<file path="config.mk">
export PLATFORM = sky130hd
export DESIGN_NAME = tile_view_addr
export DESIGN_NICKNAME = d
export VERILOG_FILES = /design/src/rtl/tva_pkg.sv /design/src/rtl/tva_geom.sv /design/src/rtl/tva_mapper.sv /design/src/rtl/tva_stride.sv /design/src/rtl/tile_view_addr.sv
export SDC_FILE = /design/constraint.sdc
export NUM_CORES = 1
export LEC_CHECK = 0
export ABC_AREA = 1
export BUFFER_PORTS_ARGS = -buffer_cell sky130_fd_sc_hd__buf_2
export CAP_MARGIN = 40
export CORE_MARGIN = 5
export CORE_UTILIZATION = 40
export CTS_BUF_LIST = sky130_fd_sc_hd__clkbuf_4 sky130_fd_sc_hd__clkbuf_8
export DETAILED_ROUTE_END_ITERATION = 7
export PLACE_DENSITY = 0.68
export SKIP_LAST_GASP = 1
export SLEW_MARGIN = 20
export SYNTH_ARGS = -nofsm -noshare
export SYNTH_HDL_FRONTEND = slang
export SYNTH_SLANG_ARGS = --single-unit
</file>
<file path="constraint.sdc">
create_clock -name clk -period 6.9 [get_ports clk]
set_input_delay 1.38 -clock clk [delete_from_list [all_inputs] [get_ports clk]]
set_output_delay 1.38 -clock clk [all_outputs]
set_load 0.03 [all_outputs]
</file>
<file path="src/rtl/tva_pkg.sv">
package tva_pkg;

  typedef enum logic [1:0] {
    PIX_B8   = 2'd0,
    PIX_B16  = 2'd1,
    PIX_B32  = 2'd2,
    PIX_PAGE = 2'd3
  } pix_fmt_e;

  // Bit positions inside the view code
  localparam int VIEW_MIRROR_X = 0;
  localparam int VIEW_MIRROR_Y = 1;
  localparam int VIEW_SWAP     = 2;

  localparam int VIEW_W = 3;
  localparam int FMT_W  = 2;

endpackage

</file>
<file path="src/rtl/tva_geom.sv">
// Format decode: per-axis unused bits, field widths and field masks.
module tva_geom #(
  parameter int CW_BITS = 14,
  parameter int CH_BITS = 13,
  parameter int SW_BITS = 6,
  parameter int SH_BITS = 6,
  parameter int BW      = $clog2(CW_BITS + CH_BITS + 1)
) (
  input  logic [1:0]         fmt,
  output logic [BW-1:0]      x_shift,
  output logic [BW-1:0]      y_shift,
  output logic [BW-1:0]      x_bits,
  output logic [BW-1:0]      y_bits,
  output logic [BW-1:0]      align,
  output logic [CW_BITS-1:0] x_mask,
  output logic [CH_BITS-1:0] y_mask
);
  import tva_pkg::*;

  always_comb begin
    unique case (pix_fmt_e'(fmt))
      PIX_B8:   begin x_shift = BW'(0);       y_shift = BW'(0);       end
      PIX_B16:  begin x_shift = BW'(0);       y_shift = BW'(1);       end
      PIX_B32:  begin x_shift = BW'(1);       y_shift = BW'(1);       end
      default:  begin x_shift = BW'(SW_BITS); y_shift = BW'(SH_BITS); end
    endcase
  end

  assign x_bits = BW'(CW_BITS) - x_shift;
  assign y_bits = BW'(CH_BITS) - y_shift;
  assign align  = x_shift + y_shift;
  assign x_mask = {CW_BITS{1'b1}} >> x_shift;
  assign y_mask = {CH_BITS{1'b1}} >> y_shift;

endmodule

</file>
<file path="src/rtl/tva_mapper.sv">
// Range check, mirroring and packing of the coordinate into an offset.
module tva_mapper #(
  parameter int CW_BITS = 14,
  parameter int CH_BITS = 13,
  parameter int COORD_W = 16,
  parameter int BW      = $clog2(CW_BITS + CH_BITS + 1),
  localparam int OFS_W  = CW_BITS + CH_BITS
) (
  input  logic [COORD_W-1:0] x,
  input  logic [COORD_W-1:0] y,
  input  logic [2:0]         view,
  input  logic [BW-1:0]      x_bits,
  input  logic [BW-1:0]      y_bits,
  input  logic [BW-1:0]      align,
  input  logic [CW_BITS-1:0] x_mask,
  input  logic [CH_BITS-1:0] y_mask,
  output logic [OFS_W-1:0]   offset,
  output logic               range_err
);
  import tva_pkg::*;

  logic               x_over, y_over;
  logic [CW_BITS-1:0] x_mir;
  logic [CH_BITS-1:0] y_mir;
  logic [OFS_W-1:0]   x_ext, y_ext, packed_ofs;

  // A coordinate is legal only when it fits under the field mask
  assign x_over    = x > COORD_W'(x_mask);
  assign y_over    = y > COORD_W'(y_mask);
  assign range_err = x_over | y_over;

  // Mirroring reflects the coordinate inside its own field
  assign x_mir = x[CW_BITS-1:0] ^ (view[VIEW_MIRROR_X] ? x_mask : '0);
  assign y_mir = y[CH_BITS-1:0] ^ (view[VIEW_MIRROR_Y] ? y_mask : '0);

  assign x_ext = OFS_W'(x_mir);
  assign y_ext = OFS_W'(y_mir);

  // Fields never overlap, so the sum equals the OR of the two parts
  always_comb begin
    if (view[VIEW_SWAP]) packed_ofs = (x_ext << y_bits) + y_ext;
    else                 packed_ofs = (y_ext << x_bits) + x_ext;
  end

  assign offset = packed_ofs << align;

endmodule

</file>
<file path="src/rtl/tva_stride.sv">
// Line stride for the selected view orientation.
module tva_stride #(
  parameter int CW_BITS = 14,
  parameter int CH_BITS = 13,
  parameter int ADDR_W  = 32,
  parameter int BW      = $clog2(CW_BITS + CH_BITS + 1),
  localparam int SA_W   = $clog2(ADDR_W) + 1
) (
  input  logic              swap,
  input  logic [BW-1:0]     x_shift,
  input  logic [BW-1:0]     y_shift,
  output logic [ADDR_W-1:0] stride
);
  logic [SA_W-1:0] amount;

  assign amount = swap ? (SA_W'(CH_BITS) + SA_W'(x_shift))
                       : (SA_W'(CW_BITS) + SA_W'(y_shift));
  assign stride = ADDR_W'(1) << amount;

endmodule

</file>
<file path="src/rtl/tile_view_addr.sv">
// Tiled view address generator: one registered stage from strobe to result.
module tile_view_addr #(
  parameter int CW_BITS     = 14,
  parameter int CH_BITS     = 13,
  parameter int SLOT_W_BITS = 6,
  parameter int SLOT_H_BITS = 6,
  parameter int COORD_W     = 16,
  parameter int ADDR_W      = 32
) (
  input  logic               clk,
  input  logic               rst,
  input  logic               in_valid,
  input  logic [1:0]         in_fmt,
  input  logic [2:0]         in_view,
  input  logic [COORD_W-1:0] in_x,
  input  logic [COORD_W-1:0] in_y,
  output logic               out_valid,
  output logic [ADDR_W-1:0]  out_addr,
  output logic [ADDR_W-1:0]  out_stride,
  output logic               out_err
);
  import tva_pkg::*;

  localparam int OFS_W    = CW_BITS + CH_BITS;
  localparam int BW       = $clog2(OFS_W + 1);
  localparam int FMT_LSB  = OFS_W;
  localparam int VIEW_LSB = OFS_W + FMT_W;

  logic [BW-1:0]      x_shift, y_shift, x_bits, y_bits, align;
  logic [CW_BITS-1:0] x_mask;
  logic [CH_BITS-1:0] y_mask;
  logic [OFS_W-1:0]   offset;
  logic               range_err;
  logic [ADDR_W-1:0]  addr_c, stride_c;

  tva_geom #(
    .CW_BITS (CW_BITS),
    .CH_BITS (CH_BITS),
    .SW_BITS (SLOT_W_BITS),
    .SH_BITS (SLOT_H_BITS),
    .BW      (BW)
  ) u_geom (
    .fmt     (in_fmt),
    .x_shift (x_shift),
    .y_shift (y_shift),
    .x_bits  (x_bits),
    .y_bits  (y_bits),
    .align   (align),
    .x_mask  (x_mask),
    .y_mask  (y_mask)
  );

  tva_mapper #(
    .CW_BITS (CW_BITS),
    .CH_BITS (CH_BITS),
    .COORD_W (COORD_W),
    .BW      (BW)
  ) u_mapper (
    .x         (in_x),
    .y         (in_y),
    .view      (in_view),
    .x_bits    (x_bits),
    .y_bits    (y_bits),
    .align     (align),
    .x_mask    (x_mask),
    .y_mask    (y_mask),
    .offset    (offset),
    .range_err (range_err)
  );

  tva_stride #(
    .CW_BITS (CW_BITS),
    .CH_BITS (CH_BITS),
    .ADDR_W  (ADDR_W),
    .BW      (BW)
  ) u_stride (
    .swap    (in_view[VIEW_SWAP]),
    .x_shift (x_shift),
    .y_shift (y_shift),
    .stride  (stride_c)
  );

  // View code on top, format code below it, offset in the low bits
  assign addr_c = range_err ? '0
                : (ADDR_W'(offset)
                   | (ADDR_W'(in_fmt)  << FMT_LSB)
                   | (ADDR_W'(in_view) << VIEW_LSB));

  always_ff @(posedge clk) begin
    if (rst) begin
      out_valid  <= 1'b0;
      out_addr   <= '0;
      out_stride <= '0;
      out_err    <= 1'b0;
    end else begin
      out_valid <= in_valid;
      if (in_valid) begin
        out_addr   <= addr_c;
        out_stride <= stride_c;
        out_err    <= range_err;
      end
    end
  end

  // a strobe yields a result on the next edge
  p_valid_follow_r9: assert property (@(posedge clk) disable iff (rst)
    in_valid |=> out_valid);

  // no result without a strobe
  p_valid_idle_r9: assert property (@(posedge clk) disable iff (rst)
    !in_valid |=> !out_valid);

  // a rejected coordinate leaves a zero address
  p_err_zero_r3: assert property (@(posedge clk) disable iff (rst)
    (out_valid && out_err) |-> (out_addr == '0));

  // format code lands in its field
  p_fmt_code_r1: assert property (@(posedge clk) disable iff (rst)
    (out_valid && !out_err) |-> (out_addr[FMT_LSB +: FMT_W] == $past(in_fmt)));

  // view code lands in its field
  p_view_code_r2: assert property (@(posedge clk) disable iff (rst)
    (out_valid && !out_err) |-> (out_addr[VIEW_LSB +: VIEW_W] == $past(in_view)));

  // stride is always a single power of two
  p_stride_pow2_r8: assert property (@(posedge clk) disable iff (rst)
    out_valid |-> ($countones(out_stride) == 1));

endmodule

</file>
== Word level (Yosys, flattened, before mapping) ==
Index checks and enable logic that the tools add are counted.

* Add/sub/neg operators: 7
* Equal/unequal tests: 2
* $mul: 0
* Order comparisons: 2
* Bitwise logic cells: 5
* Muxes and demuxes: 7
* Shift operators: 6
* Reductions and logical operators: 3
* Div/mod/pow operators: 0

{| class="wikitable"
|+ Operators with widths
! cell !! number
|-
| 32-bit two-way mux || 1
|-
| 29-bit by 32-bit bitwise OR with 32-bit output || 1
|-
| 1-bit by 6-bit left shift with 32-bit output (first input constant) || 1
|-
| 27-bit by 29-bit bitwise OR with 29-bit output || 1
|-
| 27-bit by 13-bit adder with 27-bit output || 1
|-
| 27-bit by 14-bit adder with 27-bit output || 1
|-
| 27-bit two-way mux || 1
|-
| 13-bit by 5-bit left shift with 27-bit output || 1
|-
| 14-bit by 5-bit left shift with 27-bit output || 1
|-
| 27-bit by 4-bit left shift with 27-bit output || 1
|-
| 16-bit by 13-bit greater-than comparator with 1-bit output || 1
|-
| 16-bit by 14-bit greater-than comparator with 1-bit output || 1
|-
| 14-bit two-way mux || 1
|-
| 14-bit by 3-bit right shift with 14-bit output (first input constant) || 1
|-
| 14-bit bitwise XOR || 1
|-
| 13-bit two-way mux || 1
|-
| 13-bit by 3-bit right shift with 13-bit output (first input constant) || 1
|-
| 13-bit bitwise XOR || 1
|-
| 3-bit one-hot mux with 2 select lines || 2
|-
| 4-bit by 3-bit adder with 5-bit output (first input constant) || 2
|-
| 4-bit by 3-bit subtractor with 5-bit output (first input constant) || 2
|-
| 6-bit two-way mux || 1
|-
| 3-bit by 3-bit adder with 4-bit output || 1
|-
| 2-bit OR reduction || 2
|-
| 4 further kinds || 4
|}

* Register bits: 66
* Output and inout port bits: 66
* ROM bits: 0
* Bits in latches: 0
* RAM bits: 0
* Memories: 0

== Depth between registers and ports, before layout ==
* Word-level depth: 13
* Mapped depth: 32

== Cells and area by module ==
A second synthesis with hierarchy kept.

* Cells, all modules: 1927
* Area, all modules: 10671.5 um2

{| class="wikitable"
|+ Modules (own cells, without submodules)
! module !! cells each !! area an instance (um2) !! times used
|-
| tva_mapper || 1452 || 7285.7 || 1
|-
| tile_view_addr || 288 || 2357.3 || 1
|-
| tva_stride || 129 || 595.6 || 1
|-
| tva_geom || 58 || 432.9 || 1
|}

== Worst setup path before layout ==
Ideal clock, no wire load.

* Path type: input port to flip-flop
* Start point: input in_fmt[0]
* End point: register out_addr[26]
* Stages on the path: 27
* Arrival: 5148 ps
* Library setup time: 112 ps
* Required time: 6788 ps
* Setup slack: 1640 ps
* Path buffers: 5
* Cells stage by stage: ha_1 > buf_6 > inv_8 > buf_4 > buf_2 > buf_1 > ha_1 > clkinv_1 > buf_2 > nand2_1 > nand2_1 > o21ai_1 > o21ai_0 > ha_1 > nand2_1 > nor4_1 > nand2_2 > nand3_2 > nand2_1 > nand3_1 > nand3_1 > nand3_1 > nand3_1 > nand2_1 > inv_1 > nand2_1 > nand2_1

* Cells in the longest elaborated chain, start to end: 13
* Elaborated cells between the ends (all ways): 28
* Classes of those cells: add/sub (5); order compare (2); eq/ne (2); shift (5); mux (6); bitwise (5); reduce/logical (3)

{| class="wikitable"
|+ RTL lines
! item !! RTL line !! text
|-
| start: declaration || tile_view_addr.sv:13 || <nowiki>input logic [1:0] in_fmt,</nowiki>
|-
| 2-bit by 1-bit == test with 1-bit output (tied with other cells) || tva_geom.sv:21 || <nowiki>unique case (pix_fmt_e'(fmt))</nowiki>
|-
| 2-bit OR reduction (no line) || - ||
|-
| 3-bit one-hot mux with 2 select lines || tva_geom.sv:21 ||
|-
| 14-bit by 3-bit right shift with 14-bit output or 13-bit by 3-bit right shift with 13-bit output (tied branches) || tva_geom.sv:32, tva_geom.sv:33 ||
|-
| 14-bit two-way mux or 13-bit two-way mux (tied branches) || tva_mapper.sv:33, tva_mapper.sv:34 ||
|-
| 14-bit bitwise XOR or 13-bit bitwise XOR (tied branches) || tva_mapper.sv:33, tva_mapper.sv:34 ||
|-
| 14-bit by 5-bit left shift with 27-bit output or 13-bit by 5-bit left shift with 27-bit output (tied branches) || tva_mapper.sv:41, tva_mapper.sv:42 ||
|-
| 27-bit by 13-bit adder with 27-bit output or 27-bit by 14-bit adder with 27-bit output (tied branches) || tva_mapper.sv:41, tva_mapper.sv:42 ||
|-
| 27-bit two-way mux || tva_mapper.sv:41 || <nowiki>if (view[VIEW_SWAP]) packed_ofs = (x_ext << y_bits) + y_ext;</nowiki>
|-
| 27-bit by 4-bit left shift with 27-bit output || tva_mapper.sv:45 || <nowiki>assign offset = packed_ofs << align;</nowiki>
|-
| 27-bit by 29-bit bitwise OR with 29-bit output || tile_view_addr.sv:86 || <nowiki>| (ADDR_W'(in_fmt) << FMT_LSB)</nowiki>
|-
| 29-bit by 32-bit bitwise OR with 32-bit output || tile_view_addr.sv:87 || <nowiki>| (ADDR_W'(in_view) << VIEW_LSB));</nowiki>
|-
| 32-bit two-way mux (*) || tile_view_addr.sv:84 || <nowiki>assign addr_c = range_err ? '0</nowiki>
|-
| end signal: assignment || tile_view_addr.sv:98 || <nowiki>out_addr <= addr_c;</nowiki>
|-
| end: declaration || tile_view_addr.sv:18 || <nowiki>output logic [ADDR_W-1:0] out_addr,</nowiki>
|}

Mark *: on every way between the ends. The rest lies on a longest branch, timed or not.
A chain may end at the register's enable or synchronous reset.

== Worst setup path after layout ==
* Start point: input in_fmt[1]
* End point: register out_addr[18]

Same word-level chain as after synthesis.

==> impl_metrics.tcl <==
set metrics [dict create \
    run_status "finished, final reports clean" \
    initial_utilization_pct 40.8 \
    worstSkewPairLatency_ns 0.34 \
    drt_wl_total_microns 24500 \
    synth.avg_cell_area_sq_um 5.66 \
    place.port_buffers 105 \
    grt_pass1_wl_microns 40100 \
    synthTopCellsByCount "nand2_1 (463), nand3_1 (218), inv_1 (122)" \
    final_total_power_mw 1.31 \
    gr-max-usage-layer "met2" \
    synth_largest_type_area_fraction_pct 23.6 \
    met1_usage_in_global_routing_pct 30.9 \
    cts_repair_resize_count 0 \
    maxSlewViolCount 0 \
    tritoncts_clock_tree "built" \
    pin_slew_with_the_least_headroom_to_its_limit_ns 0.744 \
    synthDominantAreaCellType "nand2_1" \
    path_common_cell "nand2_1" \
    synth_seq_area_share_pct 17.9 \
    cp_top_family "simple AND/OR/NAND/NOR gates" \
    place_hpwl_microns 19900 \
    worstPathMaxFanout 54 \
    die_width_microns 146 \
    cap_viol_max_count 0 \
    postLayoutSetupSlackWorst_ns 1.56 \
    finalSetupViolations 0 \
    routed_via_density 5.30 \
    fp-row-count 49 \
    tns_ns 0 \
    cts_num_sinks 66 \
    globalRouteMet2Util_pct 37.5 \
    drt-initial-drc-count 808 \
    synth-warning-count 0 \
    synth-async-reset-ratio_pct 0 \
    grt-ovfl-total 0 \
    globalRouteMet3Util_pct 3.43 \
    avgRoutedWirePerCell_microns 15.2 \
    holdBufCountCts 0 \
    drt_pass1_iterations 5 \
    flow.area_growth_from_synthesis_pct 11.4 \
    synthTopCellsByArea "nand2_1 (24%), dfxtp_1 (18%), nand3_1 (15%)" \
    synth_ff_type "dfxtp_1" \
    cp_data_required_time_ns 7.14 \
    type_of_destination_of_the_critical_path "flop" \
    clk_root_buffer_cell "clkbuf_8" \
    startpoint_types "primary input" \
    core_region_area_sq_um 18100 \
    cts.repair_timing.setup_buffer_count 0 \
    hold_violations 0 \
    dominant_cell_by_count_in_the_synthesized_netlist "nand2_1" \
    grt_start_max_net_pins 55 \
    num_antenna_cells 0 \
    min-delay-path-class "reg -> reg" \
    timing_worst_setup_path_type "in -> reg" \
    vias_after_detailed_routing 8511 \
    synthesis.nets 1379 \
    drc 0 \
    gpl.final_weighted_congestion 0.968 \
    ys_types 52 \
    grt_pass1_vias 7902 \
    grt_resource_usage_total_pct 22.5 \
    maxClockFrequency_ghz 0.187 \
    finish.net_count 1449 \
    worst_slew_margin_rel_pct 50.1 \
    arrival_ns 5.58 \
    cts.clk_slew.worst_paths_ns 0.08 \
    crit_buf_inv 5 \
    numPlacedInstances 1590 \
    cts_buffers 9 \
    synthCells 1303 \
    grt_setup_unrepaired "no" \
    fin_crit_ns 5.34 \
    clock-skew-final_ns 0 \
    max_incr_delay_on_cp_ns 0.46 \
    power.leakage_nw 4.48 \
    hold-worst-slack_ns 0.440 \
    slowest_stage "clkinv_1" \
    fp.dieH_microns 146 \
    ctsLongestPathBuffers 2 \
    die_area_sq_um 21300 \
    cts.htree.levels 3 \
    number_of_antenna_violations_at_the_first_check_in_global_routing 0 \
    synth_enable_flop_cells 0 \
    design.portCount 106 \
    p_per_area_nw_per_um2 159 \
    post_synth_instance_area_sq_um 7370 \
    vdd.ir_drop.worst_mv 0.129 \
    instances_no_fill 1607 \
    postSynthRegisterBits 66 \
    final_clock_period_utilization_by_the_worst_path_pct 77.4 \
    preCtsSetupSlack_ns 1.20 \
    drive_above_1_share_pct 14.4 \
    ant_nets 0 \
]
-- final timing paths --
path | from | endpoint | slack [ns] | cells after the start
min reg2reg | out_stride[24] | out_stride[24] | 0.44 | 2
max | in_fmt[1] | out_addr[18] | 1.56 | 26
min | out_stride[24] | out_stride[24] | 0.44 | 2
max reg2reg | out_stride[15] | out_stride[15] | 6.25 | 1
-- per-layer routing --
layer,up-vias,routed length (microns)
met4,0,469
met1,3813,11300
met5,-,0
met2,297,11100
met3,27,1560
li1,4374,-
-- cell type report --
cell class                      instances  area (sq um)
Fill cell                            2012          9870
Tap cell                              229           287
Inverter                              137           522
Clock buffer                           11           151
Sequential cell                        66          1320
Timing Repair Buffer                  114           628
Clock inverter                          5          62.6
Multi-Input combinational cell       1045          5240
-- power breakdown --
group          internal, mW  leakage (nW)  switching, mW
clock network         0.188         0.102          0.157
logic                 0.173          3.85          0.401
registers             0.384         0.532        0.00151
-- stage by stage --
stage / util, % / area, sq um
after floorplan: - / 7370
after global placement: 43.9 / 7940
after detailed placement: 44.2 / 7990
after CTS: 45.3 / 8200
after global routing: 45.4 / 8210
final: 45.4 / 8210
-- state kept, by name, indices dropped and copies added, names as in the netlist --
signal and count:
out_err 1, out_stride 32, out_valid 1, out_addr 32
-- cells in the final DEF (no fill, tap or decap), types with 3 or more instances in the layout --
cell,instances
nand2_1,463
nand3_1,218
inv_1,122
buf_2,105
nor2_1,90
dfxtp_1,66
o21ai_0,57
ha_1,36
a21oi_1,30
nand4_1,21
o21ai_1,20
nand2_2,16
nand3_2,12
inv_2,11
clkbuf_8,11
nor3_1,9
a32o_1,6
xor2_1,6
buf_4,6
nor2_2,5
o21ai_2,4
a21o_1,4
nor2_4,4
nand3b_1,4
or2_1,3
or2_2,3
clkinv_1,3
a31oi_1,3
xnor2_4,3
xnor2_2,3
o21bai_1,3
-- cell families (layout without fill, tap and decap cells) --
family | Yosys count | count (layout) | synth area share (%)
AOI/OAI and AO/OA | 137 | 137 | 10.7
xor gates and xnor gates | 14 | 14 | 2.73
adders and majority gates | 36 | 36 | 6.11
buffers and inverters | 192 | 267 | 11.1
DFF | 66 | 66 | 17.9
muxes | 1 | 1 | 0.136
other | 1 | 1 | 0.0509
and+or+nand+nor | 856 | 856 | 51.3
-- worst min-delay path: stages, from the launching register on --
cell and delay, ns:
dfxtp_1 0.31, nand2_1 0.06, nor2_1 0.03
Power figures use the tool's default switching activity.
